<file path="config.mk">
export PLATFORM = sky130hd
export DESIGN_NAME = i2c_blk_seq
export DESIGN_NICKNAME = d
export VERILOG_FILES = /design/src/rtl/i2c_blk_pkg.sv /design/src/rtl/i2c_blk_buf.sv /design/src/rtl/i2c_blk_ctrl.sv /design/src/rtl/i2c_blk_seq.sv
export SDC_FILE = /design/constraint.sdc
export NUM_CORES = 1
export LEC_CHECK = 0
export BUFFER_PORTS_ARGS = -buffer_cell sky130_fd_sc_hd__buf_2
export CAP_MARGIN = 10
export CORE_ASPECT_RATIO = 2
export CORE_MARGIN = 1.5
export CORE_UTILIZATION = 45
export CTS_BUF_LIST = sky130_fd_sc_hd__clkbuf_16
export CTS_CLUSTER_DIAMETER = 120
export DETAILED_ROUTE_END_ITERATION = 8
export GPL_ROUTABILITY_DRIVEN = 0
export PLACE_DENSITY_LB_ADDON = 0.25
export SYNTH_ARGS = -nofsm -noshare
export SYNTH_HDL_FRONTEND = slang
export SYNTH_SLANG_ARGS = --single-unit
</file>
<file path="constraint.sdc">
create_clock -name clk -period 3.8 [get_ports clk]
set_input_delay 0.57 -clock clk [delete_from_list [all_inputs] [get_ports clk]]
set_output_delay 0.57 -clock clk [all_outputs]
set_load 0.05 [all_outputs]
</file>
<file path="src/rtl/i2c_blk_pkg.sv">
package i2c_blk_pkg;

    typedef enum logic [2:0] {
        OP_START   = 3'd0,
        OP_RESTART = 3'd1,
        OP_WRITE   = 3'd2,
        OP_READ    = 3'd3,
        OP_STOP    = 3'd4
    } bus_op_e;

    typedef enum logic [3:0] {
        ST_IDLE,
        ST_START,
        ST_ADDR_W,
        ST_REG,
        ST_WDATA,
        ST_RSTART,
        ST_ADDR_R,
        ST_RDATA,
        ST_STOP
    } seq_state_e;

    typedef struct packed {
        logic       rd;
        logic [6:0] addr;
        logic [7:0] reg_ix;
    } xfer_hdr_t;

    function automatic bus_op_e op_of(seq_state_e s);
        case (s)
            ST_START:  return OP_START;
            ST_RSTART: return OP_RESTART;
            ST_RDATA:  return OP_READ;
            ST_STOP:   return OP_STOP;
            default:   return OP_WRITE;
        endcase
    endfunction

    function automatic logic is_wr_state(seq_state_e s);
        return (s == ST_ADDR_W) || (s == ST_REG) || (s == ST_WDATA) || (s == ST_ADDR_R);
    endfunction

endpackage

</file>
<file path="src/rtl/i2c_blk_buf.sv">
module i2c_blk_buf #(
    parameter int DEPTH = 8,
    parameter int IDX_W = 3
) (
    input  logic             clk,
    input  logic             rst,
    input  logic             we,
    input  logic [IDX_W-1:0] widx,
    input  logic [7:0]       wdata,
    input  logic [IDX_W-1:0] ridx_a,
    output logic [7:0]       rdata_a,
    input  logic [IDX_W-1:0] ridx_b,
    output logic [7:0]       rdata_b
);

    logic [7:0] mem [DEPTH];

    for (genvar g = 0; g < DEPTH; g++) begin : g_ent
        always_ff @(posedge clk) begin
            if (rst)
                mem[g] <= '0;
            else if (we && (widx == IDX_W'(g)))
                mem[g] <= wdata;
        end
    end

    assign rdata_a = mem[ridx_a];
    assign rdata_b = mem[ridx_b];

endmodule

</file>
<file path="src/rtl/i2c_blk_ctrl.sv">
module i2c_blk_ctrl
    import i2c_blk_pkg::*;
#(
    parameter int DEPTH = 8,
    parameter int LEN_W = 4,
    parameter int IDX_W = 3
) (
    input  logic             clk,
    input  logic             rst,
    input  logic             cmd_valid,
    input  logic             cmd_rd,
    input  logic [6:0]       cmd_addr,
    input  logic [7:0]       cmd_reg,
    input  logic [LEN_W-1:0] cmd_len,
    output logic             busy,
    output logic             done,
    output logic             err_nack,
    output logic             err_len,
    output logic             arb_lost,
    output logic             eng_req,
    output logic [2:0]       eng_op,
    output logic [7:0]       eng_wdata,
    output logic             eng_ack_out,
    input  logic             eng_done,
    input  logic             eng_nack,
    input  logic             eng_arb_lost,
    input  logic [7:0]       eng_rdata,
    output logic [IDX_W-1:0] buf_ridx,
    input  logic [7:0]       buf_rdata,
    output logic             buf_we,
    output logic [IDX_W-1:0] buf_widx,
    output logic [7:0]       buf_wdata
);

    seq_state_e       st, nxt;
    xfer_hdr_t        hdr;
    logic [LEN_W-1:0] len;
    logic [IDX_W-1:0] cnt;
    logic             pending;
    logic             nack_seen;
    logic             len_bad, accept, last, step;

    assign len_bad = (cmd_len > LEN_W'(DEPTH)) || (cmd_rd && (cmd_len == '0));
    assign accept  = cmd_valid && (st == ST_IDLE) && !len_bad;
    assign last    = (LEN_W'(cnt) == len - LEN_W'(1));
    assign step    = pending && eng_done;

    assign busy        = (st != ST_IDLE);
    assign eng_req     = busy && !pending;
    assign eng_op      = op_of(st);
    assign eng_ack_out = !last;

    always_comb begin
        case (st)
            ST_ADDR_W: eng_wdata = {hdr.addr, 1'b0};
            ST_ADDR_R: eng_wdata = {hdr.addr, 1'b1};
            ST_REG:    eng_wdata = hdr.reg_ix;
            ST_WDATA:  eng_wdata = buf_rdata;
            default:   eng_wdata = '0;
        endcase
    end

    assign buf_ridx  = cnt;
    assign buf_widx  = cnt;
    assign buf_wdata = eng_rdata;
    assign buf_we    = step && (st == ST_RDATA) && !eng_arb_lost;

    always_comb begin
        nxt = st;
        if (step) begin
            if (eng_arb_lost)
                nxt = ST_IDLE;
            else begin
                case (st)
                    ST_START:  nxt = ST_ADDR_W;
                    ST_ADDR_W: nxt = eng_nack ? ST_STOP : ST_REG;
                    ST_REG: begin
                        if (eng_nack)         nxt = ST_STOP;
                        else if (hdr.rd)      nxt = ST_RSTART;
                        else if (len == '0)   nxt = ST_STOP;
                        else                  nxt = ST_WDATA;
                    end
                    ST_WDATA:  nxt = (eng_nack || last) ? ST_STOP : ST_WDATA;
                    ST_RSTART: nxt = ST_ADDR_R;
                    ST_ADDR_R: nxt = eng_nack ? ST_STOP : ST_RDATA;
                    ST_RDATA:  nxt = last ? ST_STOP : ST_RDATA;
                    ST_STOP:   nxt = ST_IDLE;
                    default:   nxt = ST_IDLE;
                endcase
            end
        end
    end

    always_ff @(posedge clk) begin
        if (rst) begin
            st        <= ST_IDLE;
            hdr       <= '0;
            len       <= '0;
            cnt       <= '0;
            pending   <= 1'b0;
            nack_seen <= 1'b0;
            done      <= 1'b0;
            err_nack  <= 1'b0;
            err_len   <= 1'b0;
            arb_lost  <= 1'b0;
        end else begin
            done     <= 1'b0;
            err_nack <= 1'b0;
            arb_lost <= 1'b0;
            err_len  <= cmd_valid && (st == ST_IDLE) && len_bad;
            if (accept) begin
                hdr       <= '{rd: cmd_rd, addr: cmd_addr, reg_ix: cmd_reg};
                len       <= cmd_len;
                cnt       <= '0;
                nack_seen <= 1'b0;
                st        <= ST_START;
            end else begin
                if (eng_req)
                    pending <= 1'b1;
                if (step) begin
                    pending <= 1'b0;
                    st      <= nxt;
                    if (eng_arb_lost)
                        arb_lost <= 1'b1;
                    else begin
                        if (st == ST_STOP) begin
                            done     <= !nack_seen;
                            err_nack <= nack_seen;
                        end
                        if (is_wr_state(st) && eng_nack)
                            nack_seen <= 1'b1;
                        if ((st == ST_WDATA || st == ST_RDATA) && !last)
                            cnt <= cnt + 1'b1;
                        else if (st == ST_REG || st == ST_ADDR_R)
                            cnt <= '0;
                    end
                end
            end
        end
    end

    AST_ONE_RESULT: assert property (@(posedge clk) disable iff (rst)
        $countones({done, err_nack, err_len, arb_lost}) <= 1);
    AST_DONE_PULSE: assert property (@(posedge clk) disable iff (rst)
        done |=> !done);
    AST_REQ_SINGLE: assert property (@(posedge clk) disable iff (rst)
        eng_req |=> !eng_req);
    AST_NACK_STOP: assert property (@(posedge clk) disable iff (rst)
        (step && !eng_arb_lost && eng_nack && is_wr_state(st)) |=> (eng_req && eng_op == 3'd4));
    AST_ARB_QUIET: assert property (@(posedge clk) disable iff (rst)
        (step && eng_arb_lost) |=> (!eng_req && !busy && arb_lost));
    AST_LEN_REJECT: assert property (@(posedge clk) disable iff (rst)
        (cmd_valid && !busy && len_bad) |=> (err_len && !busy));

endmodule

</file>
<file path="src/rtl/i2c_blk_seq.sv">
module i2c_blk_seq #(
    parameter int BUF_DEPTH = 8,
    localparam int LEN_W = $clog2(BUF_DEPTH + 1),
    localparam int IDX_W = $clog2(BUF_DEPTH)
) (
    input  logic             clk,
    input  logic             rst,
    input  logic             cmd_valid,
    input  logic             cmd_rd,
    input  logic [6:0]       cmd_addr,
    input  logic [7:0]       cmd_reg,
    input  logic [LEN_W-1:0] cmd_len,
    input  logic             buf_wr_en,
    input  logic [IDX_W-1:0] buf_wr_idx,
    input  logic [7:0]       buf_wr_data,
    input  logic [IDX_W-1:0] buf_rd_idx,
    output logic [7:0]       buf_rd_data,
    output logic             busy,
    output logic             done,
    output logic             err_nack,
    output logic             err_len,
    output logic             arb_lost,
    output logic             eng_req,
    output logic [2:0]       eng_op,
    output logic [7:0]       eng_wdata,
    output logic             eng_ack_out,
    input  logic             eng_done,
    input  logic             eng_nack,
    input  logic             eng_arb_lost,
    input  logic [7:0]       eng_rdata
);

    logic             f_we;
    logic [IDX_W-1:0] f_widx, f_ridx;
    logic [7:0]       f_wdata, f_rdata;
    logic             m_we;
    logic [IDX_W-1:0] m_widx;
    logic [7:0]       m_wdata;

    assign m_we    = busy ? f_we : buf_wr_en;
    assign m_widx  = busy ? f_widx : buf_wr_idx;
    assign m_wdata = busy ? f_wdata : buf_wr_data;

    i2c_blk_buf #(.DEPTH(BUF_DEPTH), .IDX_W(IDX_W)) u_buf (
        .clk(clk), .rst(rst),
        .we(m_we), .widx(m_widx), .wdata(m_wdata),
        .ridx_a(buf_rd_idx), .rdata_a(buf_rd_data),
        .ridx_b(f_ridx), .rdata_b(f_rdata)
    );

    i2c_blk_ctrl #(.DEPTH(BUF_DEPTH), .LEN_W(LEN_W), .IDX_W(IDX_W)) u_ctrl (
        .clk(clk), .rst(rst),
        .cmd_valid(cmd_valid), .cmd_rd(cmd_rd), .cmd_addr(cmd_addr),
        .cmd_reg(cmd_reg), .cmd_len(cmd_len),
        .busy(busy), .done(done), .err_nack(err_nack), .err_len(err_len),
        .arb_lost(arb_lost),
        .eng_req(eng_req), .eng_op(eng_op), .eng_wdata(eng_wdata),
        .eng_ack_out(eng_ack_out), .eng_done(eng_done), .eng_nack(eng_nack),
        .eng_arb_lost(eng_arb_lost), .eng_rdata(eng_rdata),
        .buf_ridx(f_ridx), .buf_rdata(f_rdata),
        .buf_we(f_we), .buf_widx(f_widx), .buf_wdata(f_wdata)
    );

    AST_BUSY_START: assert property (@(posedge clk) disable iff (rst)
        (cmd_valid && !busy && cmd_len != '0 && cmd_len <= LEN_W'(BUF_DEPTH)) |=> busy);
    AST_HOST_BLOCKED: assert property (@(posedge clk) disable iff (rst)
        (busy && buf_wr_en && !f_we) |=> $stable(busy));

endmodule

</file>
== Word level (Yosys, flattened, before mapping) ==
Memory sizes are Yosys's and may differ from the RTL's. A register that Yosys moved wholly into a read port is not among the register bits.
Cells that the tools add are included.

* Multiply operators: 0
* Div/mod/pow operators: 0
* Order comparisons: 1
* Reduce and logical (&&, ||, !) cells: 44
* Equal/unequal tests: 16
* $add $sub $neg: 2
* Bitwise logic cells: 12
* Shift-type cells: 0
* Mux-type cells: 57

{| class="wikitable"
|+ Operators with widths
! operator !! count
|-
| $mux 8 || 9
|-
| $mux 1 || 32
|-
| $mux 4 || 8
|-
| $pmux 8 s4 || 1
|-
| $pmux 4 s7 || 1
|-
| $logic_and 1x1->1 || 18
|-
| $eq 4x3->1 const B || 4
|-
| $mux 3 || 5
|-
| $eq 3x3->1 const B || 4
|-
| $logic_not 4->1 || 3
|-
| $pmux 3 s4 || 1
|-
| $eq 4x2->1 const B || 2
|-
| $or 1x1->1 || 8
|-
| $logic_or 1x1->1 || 7
|-
| $eq 3x2->1 const B || 2
|-
| $reduce_and 3->1 || 2
|-
| $reduce_bool 2->1 || 3
|-
| $logic_not 1->1 || 5
|-
| $reduce_or 5->1 || 1
|-
| $eq 3x4->1 || 1
|-
| $eq 4x1->1 const B || 1
|-
| $eq 4x4->1 const B || 1
|-
| $gt 4x4->1 const B || 1
|-
| $not 1->1 || 4
|-
| 8 further kinds || 8
|}

* Memory bits (writable): 64
* Flip-flop bits (word level): 33
* Bits of input ports: 49
* Bits in read-only memories: 0
* Word-level logic and storage cells: 146
* Memories kept: 1
* Latch bits: 0
* Output and inout bits: 26

{| class="wikitable"
|+ Memory list
! memory !! depth !! width !! read ports !! clocked after memory_dff !! wr ports !! line !! RTL
|-
| u_buf.mem || 8 || 8 || 2 || 1 || 8 || i2c_blk_buf.sv:16 || <nowiki>logic [7:0] mem [DEPTH];</nowiki>
|}

== Logic depth before layout (Yosys ltp) ==
* Depth in word-level cells: 9
* Depth in mapped cells: 7
* Gate-level depth less buffers: 7

== Cells and area by module ==
From an unflattened synthesis, not the netlist that was laid out.

* Cells, all modules: 469
* Area, all modules: 5602.9 um^2

{| class="wikitable"
|+ Modules (own cells, without submodules)
! module !! instances !! area each (um^2) !! cells an instance
|-
| i2c_blk_buf || 1 || 3534.6 || 224
|-
| i2c_blk_ctrl || 1 || 1884.3 || 232
|-
| i2c_blk_seq || 1 || 183.9 || 13
|}

== Worst setup path after synthesis ==
Ideal clock, no wire load.

* Path type: flip-flop to output port
* From: register u_ctrl.st[0]
* To: output eng_op[1]
* Data required time: 3.230 ns
* Cell stages (with the launch flop): 6
* Path slack: 1.008 ns
* Arrival: 2.222 ns
* Cells stage by stage: dfxtp_1 -> clkbuf_1 -> inv_1 -> clkbuf_1 -> and3_1 -> o21ai_0

* Cells in the longest elaborated chain, start to end: 2

{| class="wikitable"
|+ RTL lines
! item !! line !! RTL
|-
| from (decl) || i2c_blk_ctrl.sv:35 || <nowiki>seq_state_e st, nxt;</nowiki>
|-
| from (signal assigned) || i2c_blk_ctrl.sv:122 || <nowiki>st <= nxt;</nowiki>
|-
| $eq 4x4->1, or another cell as far along || i2c_blk_pkg.sv:30 || <nowiki>case (s)</nowiki>
|-
| $pmux 3 s4 (*) || i2c_blk_pkg.sv:30 ||
|-
| to (decl) || i2c_blk_seq.sv:24 || <nowiki>output logic [2:0] eng_op,</nowiki>
|}

Mark *: on every way between the ends. The rest lies on a longest branch, timed or not.

==> results.py <==
metrics = {
    "grt": {
        "grt_overflow": 0,
        "grt_max_degree": 42,
        "grt_pass1_wl_um": 21310,
        "antenna_found_initial": 0,
        "grt_pass1_vias": 3943,
        "grt_use_total_pct": 23.84,
    },
    "setup_path": {
        "crit_type": "reg2reg",
        "critPathMaxFanout": 18,
        "start_kind": "flip-flop",
        "endpoint_kind": "flip-flop",
        "crit_family": "simple AND/OR/NAND/NOR gates",
        "path_buf_inv": 1,
        "slowest_delay_ns": 0.74,
        "cp.required_ns": 3.78,
        "worstPathCellList": "nor4_4, buf_4, mux2i_1, or3_1, o21bai_1",
        "crit_arrival_ns": 3.12,
        "crit_slowest_cell": "o21bai_1",
    },
    "synth": {
        "synth-edff-count": 64,
        "synth-seq-area-share_pct": 50.82,
        "synth-main-ff-cell": "edfxtp_1",
        "ys_seq_elements": 100,
        "netlist_instances": 482,
        "synthArstFlopShare_pct": 0,
        "synth_cell_types": 49,
        "synth_nets": 533,
        "synth_area_mm2": 0.005200,
        "synth-warning-count": 0,
        "syn_area_per_cell_um2": 10.79,
    },
    "route": {
        "drt-vias-per-instance": 5.794,
        "first_pass_iters": 4,
        "drt_iter0_drc": 213,
        "totalWireLength_um": 14040,
        "drc_errors": 0,
        "drtAntennaViolNets": 0,
        "vias": 3963,
        "wire_per_inst_um": 20.52,
    },
    "clocking": {
        "ctsHoldBuffers": 0,
        "clkSlewWorstSetupHoldPaths_ns": 0.07,
        "post_cts_buffers": 0,
        "clock_sinks": 100,
        "cts_resized": 0,
        "cts_buffers": 9,
        "root_buffer": "clkbuf_16",
        "htree_levels": 3,
        "clk_latency_ns": 0.35,
        "cts_tree": "yes",
        "clk_path_buf_depth": 2,
    },
    "floorplan": {
        "core_mm2": 0.01129,
        "ioPinCount": 75,
        "die_w_um": 79.01,
        "rows": 55,
        "die_y_um": 155.0,
        "initial_utilization_pct": 46.08,
        "die_area_mm2": 0.01225,
    },
    "cells_and_area": {
        "n_antenna_cell": 0,
        "drive_gt1_share_pct": 26.01,
        "finalNetCount": 588,
        "area_growth_syn_to_layout_pct": 14.36,
        "multi_input_area_mm2": 0.002366,
        "fillers": 1000,
        "regArea_mm2": 0.002643,
    },
    "sta": {
        "min_period_ns": 3.140,
        "hold_viol_final": 0,
        "max_freq_ghz": 0.3185,
        "drv_slew": 0,
        "rsz0062_at_grt": "no",
        "finalSetupTns_ns": 0,
        "tightest_slew_ns": 0.9435,
        "slew-limit-headroom_pct": 37.01,
        "finalSetupViolations": 0,
        "skew_ns": 0.005697,
        "period_share_pct": 82.64,
    },
    "power_and_ir_drop": {
        "powerDensity_mw_per_mm2": 402.5,
        "power_mw": 2.394,
        "leakage_nw": 2.218,
        "ir_worst_vdd_mv": 0.2378,
    },
    "placement": {
        "port_buffers": 74,
        "hpwl_um": 10800,
    },
    "status": {
        "status": "finished, final reports clean",
    },
    "worst_hold_path": {
        "hp-class": "reg2reg",
    },
    "run": {
        "cap_violations": 0,
    },
}
path summary, 6_finish.rpt:
path / from / endpoint / slack [ns] / cells after the start
worst max register to register: u_ctrl.st[3] / u_buf.mem[5][0] / 0.66 / 5
worst max-delay path: u_ctrl.st[3] / u_buf.mem[5][0] / 0.66 / 5
worst min register to register: u_ctrl.nack_seen / u_ctrl.done / 0.45 / 1
worst min-delay path: u_ctrl.nack_seen / u_ctrl.done / 0.45 / 1
area by class of cell:
type / instances / share of cell area [%]
multi-input combinational: 334 / 39.79
tap: 142 / 2.988
clock buffer: 9 / 3.787
sequential: 100 / 44.44
inverter: 8 / 0.5049
clock inverter: 7 / 1.010
timing repair buffer: 84 / 7.490
per-layer routing:
metal  track usage, %  vias up  wire, µm
met5                0        -         0
met4            14.62        0       686
met3            2.170       37       533
met2            46.48      136      8189
met1            22.98     1928      4628
li1                 -     1862         -
per-stage QoR:
stage | hold slack, ns | utilization [%] | cell area (µm²) | cells | setup slack (ns)
4_1_cts | 0.4492 | 52.69 | 5947 | 684 | 0.6176
2_1_floorplan | 0.4136 | - | 5200 | 482 | 1.008
3_5_place_dp | 0.4392 | 50.17 | 5662 | 668 | 0.6943
5_1_grt | 0.4598 | 52.69 | 5947 | 684 | 0.4289
3_3_place_gp | 0.4376 | 50.17 | 5662 | 668 | 0.8382
6_report | 0.4459 | 52.69 | 5947 | 684 | 0.6598
sequential cells by signal, indices dropped and copies added (netlist names), named ones only:
name / flops
u_ctrl.hdr: 16
u_ctrl.pending: 1
u_ctrl.done: 1
u_ctrl.arb_lost: 1
u_ctrl.buf_ridx: 3
u_ctrl.err_nack: 1
u_buf.mem: 64
u_ctrl.nack_seen: 1
u_ctrl.st: 4
u_ctrl.len: 4
u_ctrl.err_len: 1
cells by family after synthesis:
| logic type | Yosys count | share of synthesized area [%] |
|---|---|---|
| AO/OA/AOI/OAI | 83 | 10.18 |
| XOR/XNOR | 3 | 0.5054 |
| adder cells (fa/ha/maj) | 2 | 0.4812 |
| buffers and inverters | 48 | 3.681 |
| flip-flops | 100 | 50.82 |
| multiplexers | 53 | 18.09 |
| AND/OR/NAND/NOR | 193 | 16.24 |
layout by cell type, fill, tap and decap left out, types with 3 or more instances in the layout:
master	instances
a211oi_1	3
a21oi_1	36
a221oi_1	3
a22oi_1	7
and2_1	4
buf_2	74
buf_4	10
clkbuf_16	9
dfxtp_1	36
edfxtp_1	64
inv_1	9
mux2_2	8
mux2i_1	13
mux4_2	32
nand2_1	83
nand2b_1	3
nor2_1	73
nor2b_1	3
nor3_1	8
nor3b_1	4
o21ai_0	4
o21bai_1	8
o22ai_1	7
xor2_1	3
synthesized netlist by cell type (all sizes together), types with 2 or more instances:
master   instances  area (µm²)
nor4             2       27.53
mux2i           13       130.1
a22oi            7       52.55
and2             4       25.02
and3b            2       17.52
dfxtp           36       720.7
buf             13       60.05
nor2b            3       18.77
inv              8       30.03
mux2             8       90.09
o21ai            4       20.02
a2111oi          2       17.52
a21o             2       15.01
o211ai           2       15.01
nor3             8       40.04
ha               2       25.02
mux4            32       720.7
nor3b            4       30.03
a221oi           3       26.28
and3             2       12.51
o21bai           8       60.06
o22ai            7       43.79
a211oi           3       22.52
nor2            73       274.0
clkbuf          27       101.4
a21oi           36       180.2
nand2b           3       18.77
or3              2       12.51
nand2           83       311.6
edfxtp          64        1922
xor2             3       26.28
worst register-to-register path, cell delays in order, from the launching register on:
cell,delay (ns)
dfxtp_1,0.47
nor4_4,0.46
buf_4,0.28
mux2i_1,0.16
or3_1,0.65
o21bai_1,0.74
power by group:
group	switching, mW	total (mW)	internal [mW]	leakage, nW
registers	0.0274	1.23	1.20	0.964
logic	0.181	0.289	0.107	1.11
clock network	0.421	0.877	0.456	0.141
total	0.630	2.39	1.76	2.22
Power figures use the tool's default switching activity.
